==> src/rtl/hag_pkg.sv <==
package hag_pkg;
  localparam int MT_W   = 2;
  localparam int RSN_W  = 2;
  localparam int KIND_W = 2;
  localparam int NPERM  = 3;

  localparam logic [MT_W-1:0] MT_DEV   = 2'b00;
  localparam logic [MT_W-1:0] MT_NC    = 2'b01;
  localparam logic [MT_W-1:0] MT_CACHE = 2'b10;

  localparam logic [RSN_W-1:0] RSN_NONE = 2'b00;
  localparam logic [RSN_W-1:0] RSN_PERM = 2'b01;
  localparam logic [RSN_W-1:0] RSN_DEV  = 2'b10;

  localparam logic [KIND_W-1:0] ACC_RD = 2'b00;
  localparam logic [KIND_W-1:0] ACC_WR = 2'b01;
  localparam logic [KIND_W-1:0] ACC_EX = 2'b10;

  // Spare code 11 folds onto normal cacheable
  function automatic logic [MT_W-1:0] mt_norm(input logic [MT_W-1:0] c);
    return (c > MT_CACHE) ? MT_CACHE : c;
  endfunction

  // Smaller code is more restrictive
  function automatic logic [MT_W-1:0] mt_stricter(input logic [MT_W-1:0] a,
                                                  input logic [MT_W-1:0] b);
    logic [MT_W-1:0] na, nb;
    na = mt_norm(a);
    nb = mt_norm(b);
    return (na < nb) ? na : nb;
  endfunction

  // Which grant bit governs an access kind
  function automatic int unsigned grant_bit(input logic [KIND_W-1:0] k);
    case (k)
      ACC_WR:  return 1;
      ACC_EX:  return 2;
      default: return 0;
    endcase
  endfunction
endpackage

==> src/rtl/hag_type_merge.sv <==
module hag_type_merge
  import hag_pkg::*;
(
  input  logic            virt_en,
  input  logic [MT_W-1:0] g_code,
  input  logic [MT_W-1:0] h_code,
  output logic [MT_W-1:0] merged
);
  always_comb begin
    if (virt_en) merged = mt_stricter(g_code, h_code);
    else         merged = mt_norm(g_code);
  end
endmodule

==> src/rtl/hag_perm_check.sv <==
module hag_perm_check
  import hag_pkg::*;
#(
  parameter int N = NPERM
) (
  input  logic              virt_en,
  input  logic [KIND_W-1:0] acc_kind,
  input  logic [N-1:0]      grants,
  output logic              deny
);
  logic [N-1:0] sel;
  logic [N-1:0] miss;

  for (genvar i = 0; i < N; i++) begin : g_bit
    assign sel[i]  = (grant_bit(acc_kind) == i);
    assign miss[i] = sel[i] & ~grants[i];
  end

  assign deny = virt_en & (|miss);
endmodule

==> src/rtl/hag_trap_arbiter.sv <==
module hag_trap_arbiter
  import hag_pkg::*;
(
  input  logic             virt_en,
  input  logic             dev_trap_en,
  input  logic             deny,
  input  logic [MT_W-1:0]  merged,
  output logic             dev_hit,
  output logic [RSN_W-1:0] reason
);
  assign dev_hit = virt_en & dev_trap_en & (merged == MT_DEV);

  // Permission fault outranks device trap
  always_comb begin
    if (deny)         reason = RSN_PERM;
    else if (dev_hit) reason = RSN_DEV;
    else              reason = RSN_NONE;
  end
endmodule

==> src/rtl/hyp_access_gate.sv <==
module hyp_access_gate
  import hag_pkg::*;
(
  input  logic              clk,
  input  logic              rst_n,
  input  logic              in_valid,
  input  logic              virt_en,
  input  logic              dev_trap_en,
  input  logic [KIND_W-1:0] acc_kind,
  input  logic [MT_W-1:0]   g_mtype,
  input  logic [MT_W-1:0]   h_mtype,
  input  logic [NPERM-1:0]  h_perm,
  output logic              out_valid,
  output logic [MT_W-1:0]   out_mtype,
  output logic              out_pass,
  output logic              out_trap,
  output logic [RSN_W-1:0]  out_reason
);
  // Named internal events, observed by the checker
  logic [MT_W-1:0]  merged_w;
  logic             perm_deny_w;
  logic             dev_hit_w;
  logic [RSN_W-1:0] reason_w;

  hag_type_merge u_merge (
    .virt_en (virt_en),
    .g_code  (g_mtype),
    .h_code  (h_mtype),
    .merged  (merged_w)
  );

  hag_perm_check #(.N(NPERM)) u_perm (
    .virt_en  (virt_en),
    .acc_kind (acc_kind),
    .grants   (h_perm),
    .deny     (perm_deny_w)
  );

  hag_trap_arbiter u_arb (
    .virt_en     (virt_en),
    .dev_trap_en (dev_trap_en),
    .deny        (perm_deny_w),
    .merged      (merged_w),
    .dev_hit     (dev_hit_w),
    .reason      (reason_w)
  );

  always_ff @(posedge clk) begin
    if (!rst_n) begin
      out_valid  <= 1'b0;
      out_mtype  <= MT_DEV;
      out_pass   <= 1'b0;
      out_trap   <= 1'b0;
      out_reason <= RSN_NONE;
    end else begin
      out_valid <= in_valid;
      if (in_valid) begin
        out_mtype  <= merged_w;
        out_reason <= reason_w;
        out_trap   <= (reason_w != RSN_NONE);
        out_pass   <= (reason_w == RSN_NONE);
      end
    end
  end
endmodule

==> config.mk <==
export PLATFORM = sky130hd
export DESIGN_NAME = hyp_access_gate
export DESIGN_NICKNAME = d
export VERILOG_FILES = /design/src/rtl/hag_pkg.sv /design/src/rtl/hag_type_merge.sv /design/src/rtl/hag_perm_check.sv /design/src/rtl/hag_trap_arbiter.sv /design/src/rtl/hyp_access_gate.sv
export SDC_FILE = /design/constraint.sdc
export NUM_CORES = 1
export LEC_CHECK = 0
export BUFFER_PORTS_ARGS = -buffer_cell sky130_fd_sc_hd__buf_2
export CORE_AREA = 4 4 41 43
export CTS_CLUSTER_DIAMETER = 120
export DETAILED_ROUTE_END_ITERATION = 8
export DIE_AREA = 0 0 45 47
export PLACE_DENSITY_LB_ADDON = 0.08
export SKIP_CTS_REPAIR_TIMING = 1
export SYNTH_ARGS = -nofsm -noshare
export SYNTH_HDL_FRONTEND = slang
export SYNTH_SLANG_ARGS = --single-unit
==> constraint.sdc <==
create_clock -name clk -period 3.08 [get_ports clk]
set_input_delay 0.154 -clock clk [delete_from_list [all_inputs] [get_ports clk]]
set_output_delay 0.154 -clock clk [all_outputs]
set_load 0.1 [all_outputs]
==> Yosys cells after proc, flatten, opt, wreduce, memory -nomap -nowiden <==
Index checks and enable logic that the tools add are counted.
{ "totals": {"regBits": 7, "in_bits": 14, "output_inout_bits": 7, "elab_cells": 33} }
{ "op_classes": {"magnitude_cmp": 3, "n_eq_ne": 4, "muxes": 7, "bitwise": 9, "reduce_logical": 5} }
{ "op_table": {"columns": ["cell", "count"], "rows": [
  ["zero test 32 bit", 1],
  ["2-to-1 mux 2 bit", 6],
  ["bitwise AND 1 bit", 6],
  ["equality test 2 x 1 -> 1 bit (second input constant)", 2],
  ["equality test 2 bit (second input constant)", 2],
  ["greater-than comparator 2 bit (second input constant)", 2],
  ["zero test 2 bit", 2],
  ["case mux 2 bit (2 select lines)", 1],
  ["inverter 1 bit", 3],
  ["OR reduction 3 bit", 1],
  ["less-than comparator 2 bit", 1],
  ["nonzero test 2 bit", 1]
]} }

==> Logic depth before layout (Yosys ltp) <==
{ "logic_depth": {"ltp_word": 10, "ltp_mapped": 6, "mapped_depth_nobuf": 6} }

==> Cells and area by module <==
Synthesis repeated with hierarchy kept, for this count alone.
{ "unflattened": {"hier_cells": 43, "area_unflattened_um2": 419.2} }
{ "modules_own_cells": {"columns": ["module", "n_inst", "cells_each", "area_each_um2", "seq_area_each_um2"], "rows": [
  ["hyp_access_gate", 1, 22, 259.0, 140.1],
  ["hag_type_merge", 1, 9, 71.3, 0.0],
  ["hag_perm_check", 1, 8, 60.1, 0.0],
  ["hag_trap_arbiter", 1, 4, 28.8, 0.0]
]} }

==> Least setup slack after synthesis <==
No wires, ideal clock.
{ "synth_path": {"kind": "reg2reg", "startpoint": "reg, netlist name out_trap", "endpoint": "reg out_trap", "setup_ns": 0.070, "t_arrival_ns": 1.316, "required_ns": 3.010, "setup_slack_ns": 1.693, "path_stages_with_launch": 5, "n_path_buf": 0, "synth_period_minus_slack_ns": 1.387, "path_cell_list": "dfxtp_1 -> inv_1 -> o21ai_0 -> nand2_1 -> a21oi_1"} }
{ "synth_lines": {"columns": ["item", "line_no", "rtl"], "rows": [
  ["to (signal assigned)", "hyp_access_gate.sv:60", "out_trap <= (reason_w != RSN_NONE);"],
  ["to (decl)", "hyp_access_gate.sv:16", "output logic out_trap,"]
]} }

==> Worst setup path after layout <==
{ "layout_path": {"startpoint": "in acc_kind[0]", "endpoint": "reg out_pass"} }
{ "layout_via": {"elab_chain_len": 8, "word_cells_on_any_way": 13, "classes_between": "eq/ne: 4; mux: 2; bitwise: 4; reduce/logical: 3"} }
{ "layout_rtl": {"columns": ["item", "line_no", "rtl"], "rows": [
  ["from (decl)", "hyp_access_gate.sv:9", "input logic [KIND_W-1:0] acc_kind,"],
  ["equality test 2 bit / equality test 2 x 1 -> 1 bit (equally long branches)", "hag_pkg.sv:35", "case (k)"],
  ["case mux 2 bit (2 select lines) (*)", "hag_pkg.sv:35", null],
  ["zero test 32 bit, or another cell as far along", "hag_perm_check.sv:15", "assign sel[i] = (grant_bit(acc_kind) == i);"],
  ["bitwise AND 1 bit", "hag_perm_check.sv:16", "assign miss[i] = sel[i] & ~grants[i];"],
  ["OR reduction 3 bit (*)", "hag_perm_check.sv:19", "assign deny = virt_en & (|miss);"],
  ["bitwise AND 1 bit (*)", "hag_perm_check.sv:19", null],
  ["2-to-1 mux 2 bit (*)", "hag_trap_arbiter.sv:15", "if (deny) reason = RSN_PERM;"],
  ["zero test 2 bit (*)", "hyp_access_gate.sv:61", "out_pass <= (reason_w == RSN_NONE);"],
  ["to (signal assigned)", "hyp_access_gate.sv:61", null],
  ["to (decl)", "hyp_access_gate.sv:15", "output logic out_pass,"]
]} }
Mark *: on every way between the ends. The rest lies on a longest branch, timed or not.
A chain may end at the register's enable or synchronous reset.

==> flow_metrics.py <==
metrics = {
    "critical_path": {
        "r2r_cells": 2,
        "required_ns": 3.27,
        "path_class": "in2reg",
        "crit_fanout": 4,
        "cp_data_arrival_time_ns": 1.51,
        "start_kind": "primary input",
        "endpoint_kind": "flop",
        "worst_r2r_endpoint": "out_pass$_SDFFE_PN0P_",
        "rr_startpoint": "out_pass$_SDFFE_PN0P_",
        "regToRegSetupSlack_ns": 2.34,
    },
    "timing": {
        "finalClockSkew_ns": 0,
        "rsz0062_at_grt": "no",
        "setup_viol_count_final": 0,
        "max_freq_mhz": 758,
        "tns_ns": 0,
        "final_max_slew_viol_count": 0,
        "worst_pin_slew_ns": 0.592,
        "fin_ws_ns": 1.76,
        "min_period_ns": 1.32,
        "slew_headroom": 0.605,
        "finalCritPeriodShare": 0.428,
        "hold_viol": 0,
    },
    "synthesis": {
        "synth_ff_type": "dfxtp_1",
        "synth_cell_type_count": 18,
        "ys_top_cells_by_area": "dfxtp_1 36%, ha_1 13%, inv_1 11%",
        "synth_most_common_cell": "inv_1",
        "synth_top_area_share": 0.360,
        "async_flop_share": 0,
        "synth_fp_nets": 64,
        "yosys.area.top_type": "dfxtp_1",
        "synth-edff-count": 0,
        "syn_avg_cell_area_sq_um": 8.46,
        "synth_area_sq_um": 389,
        "synthCells": 46,
        "ys_seq_area_frac": 0.360,
        "synth-seq-cells": 7,
        "ys_warn_count": 0,
        "yosys-top-cells-count": "11 x inv_1, 7 x dfxtp_1, 5 x nand2_1, 4 x ha_1, 3 x o21ai_0",
    },
    "clock_network": {
        "clk_latency_ns": 0.24,
        "cts_tree": "done",
        "clkTransAtPathRegs_ns": 0.05,
        "cts_buffer_depth": 2,
        "cts_root_buffer": "clkbuf_4",
        "h-tree-depth": 1,
        "clock_sinks": 7,
        "cts_buffers": 3,
    },
    "floorplanning": {
        "die_h_um": 47,
        "die_x_um": 45,
        "core-area_sq_um": 1300,
        "die-area_sq_um": 2120,
        "row_count": 13,
        "io_pins": 21,
        "initial_core_util": 0.299,
    },
    "grt": {
        "grt_pass1_vias": 343,
        "overflow": 0,
        "grt_start_max_net_pins": 9,
        "antenna_found_initial": 0,
        "gr-usage-all-layers": 0.0972,
        "grt_pass1_wl_um": 1460,
    },
    "power": {
        "powerDensity_nw_per_um2": 478,
        "max-vdd-ir-drop_mv": 0.206,
        "p_clk_frac": 0.317,
        "switching_power_w": 0.0000901,
        "internal_power_w": 0.000165,
        "power_frac_comb": 0.299,
        "sequentialPowerShare": 0.383,
        "static-leakage-power_nw": 0.307,
        "switching_share": 0.353,
    },
    "cells_and_area": {
        "nets": 89,
        "drive_gt1_frac": 0.329,
        "synthToLayoutAreaGrowth_pct": 37.3,
        "antenna_cells": 0,
    },
    "route": {
        "drt-pass1-iter-count": 3,
        "post-route-drc-count": 0,
        "vias": 390,
        "drt_iter0_markers": 4,
        "vias_per_cell": 4.59,
        "wl_per_cell_um": 10.1,
        "finalWirelength_um": 856,
        "ant_nets": 0,
    },
    "worst_hold_path": {
        "hold_path.class": "in2reg",
        "worstHoldPathCells": 3,
        "min_to": "out_trap$_SDFFE_PN0P_",
        "min_from": "rst_n",
    },
    "place": {
        "port_buffers": 20,
        "place.gp.congestion": 0.655,
        "place_ws_ns": 1.52,
        "dp_hpwl_um": 709,
    },
    "job": {
        "cap_violations": 0,
    },
    "status": {
        "outcome": "finished, final reports clean",
    },
}
## stage by stage
step / hold slack [ns] / util / instances / instance area (sq um) / power (W)
after floorplan: 0.270 / - / 46 / 389 / 0.000156
after global placement: 0.454 / 0.390 / 81 / 508 / 0.000177
after detailed placement: 0.456 / 0.390 / 81 / 508 / 0.000177
after CTS: 0.187 / 0.411 / 85 / 534 / 0.000261
after global routing: 0.197 / 0.411 / 85 / 534 / 0.000279
final: 0.195 / 0.411 / 85 / 534 / 0.000255
## kinds of logic after synthesis
family,synth area share
flip-flops,0.360
buffers and inverters,0.106
adder cells (fa/ha/maj),0.129
AND/OR/NAND/NOR,0.122
multiplexers,0.0257
AO/OA/AOI/OAI,0.257
## worst max-delay path: stages
cell and delay (ns):
buf_2 0.09, inv_1 0.04, ha_1 0.27, a222oi_1 0.56, o221a_1 0.29, o21a_1 0.11
## placed cells by master (no fill, tap or decap), types with 2 or more instances in the layout
cell type / count
and2_1: 2
buf_2: 20
clkbuf_4: 3
dfxtp_1: 7
ha_1: 4
inv_1: 11
nand2_1: 5
nand3_1: 2
o21ai_0: 3
o2bb2ai_1: 2
## worst max-delay path by stage
stage	from	slack (ns)	endpoint	cells past startpoint
after global routing	acc_kind[0]	1.57	out_trap$_SDFFE_PN0P_	6
after floorplan	out_trap$_SDFFE_PN0P_	1.69	out_trap$_SDFFE_PN0P_	4
after detailed placement	acc_kind[0]	1.52	out_trap$_SDFFE_PN0P_	6
final	acc_kind[0]	1.76	out_pass$_SDFFE_PN0P_	6
after global placement	acc_kind[0]	1.49	out_pass$_SDFFE_PN0P_	6
after CTS	acc_kind[0]	1.77	out_pass$_SDFFE_PN0P_	6
## registers in the layout, indices dropped and copies added (netlist names)
signal	count
out_mtype	2
out_trap	1
out_pass	1
out_valid	1
out_reason	2
## final cells by class
type	count	area, sq um
clock buffer	4	26.3
fill	156	767
inverter	11	41.3
multi-input combinational	28	208
sequential	7	140
tap	15	18.8
timing repair buffer	20	100
## layer usage
layer | up-vias | global-route usage | wire, um
met1 | 167 | 0.128 | 388
li1 | 205 | - | -
met3 | 0 | 0.0421 | 114
met4 | 0 | 0.0526 | 0
met2 | 18 | 0.133 | 354
met5 | - | 0 | 0
## power by group through the flow
stage          sequential, W  clock (W)  combinational (W)
4_1_cts            0.0000979  0.0000856          0.0000773
5_1_grt            0.0000986  0.0000974          0.0000831
2_1_floorplan       0.000136          0          0.0000196
3_5_place_dp       0.0000998          0          0.0000770
3_3_place_gp       0.0000998          0          0.0000769
6_report           0.0000979  0.0000811          0.0000764
No activity file was read; power rests on OpenSTA's default activity.
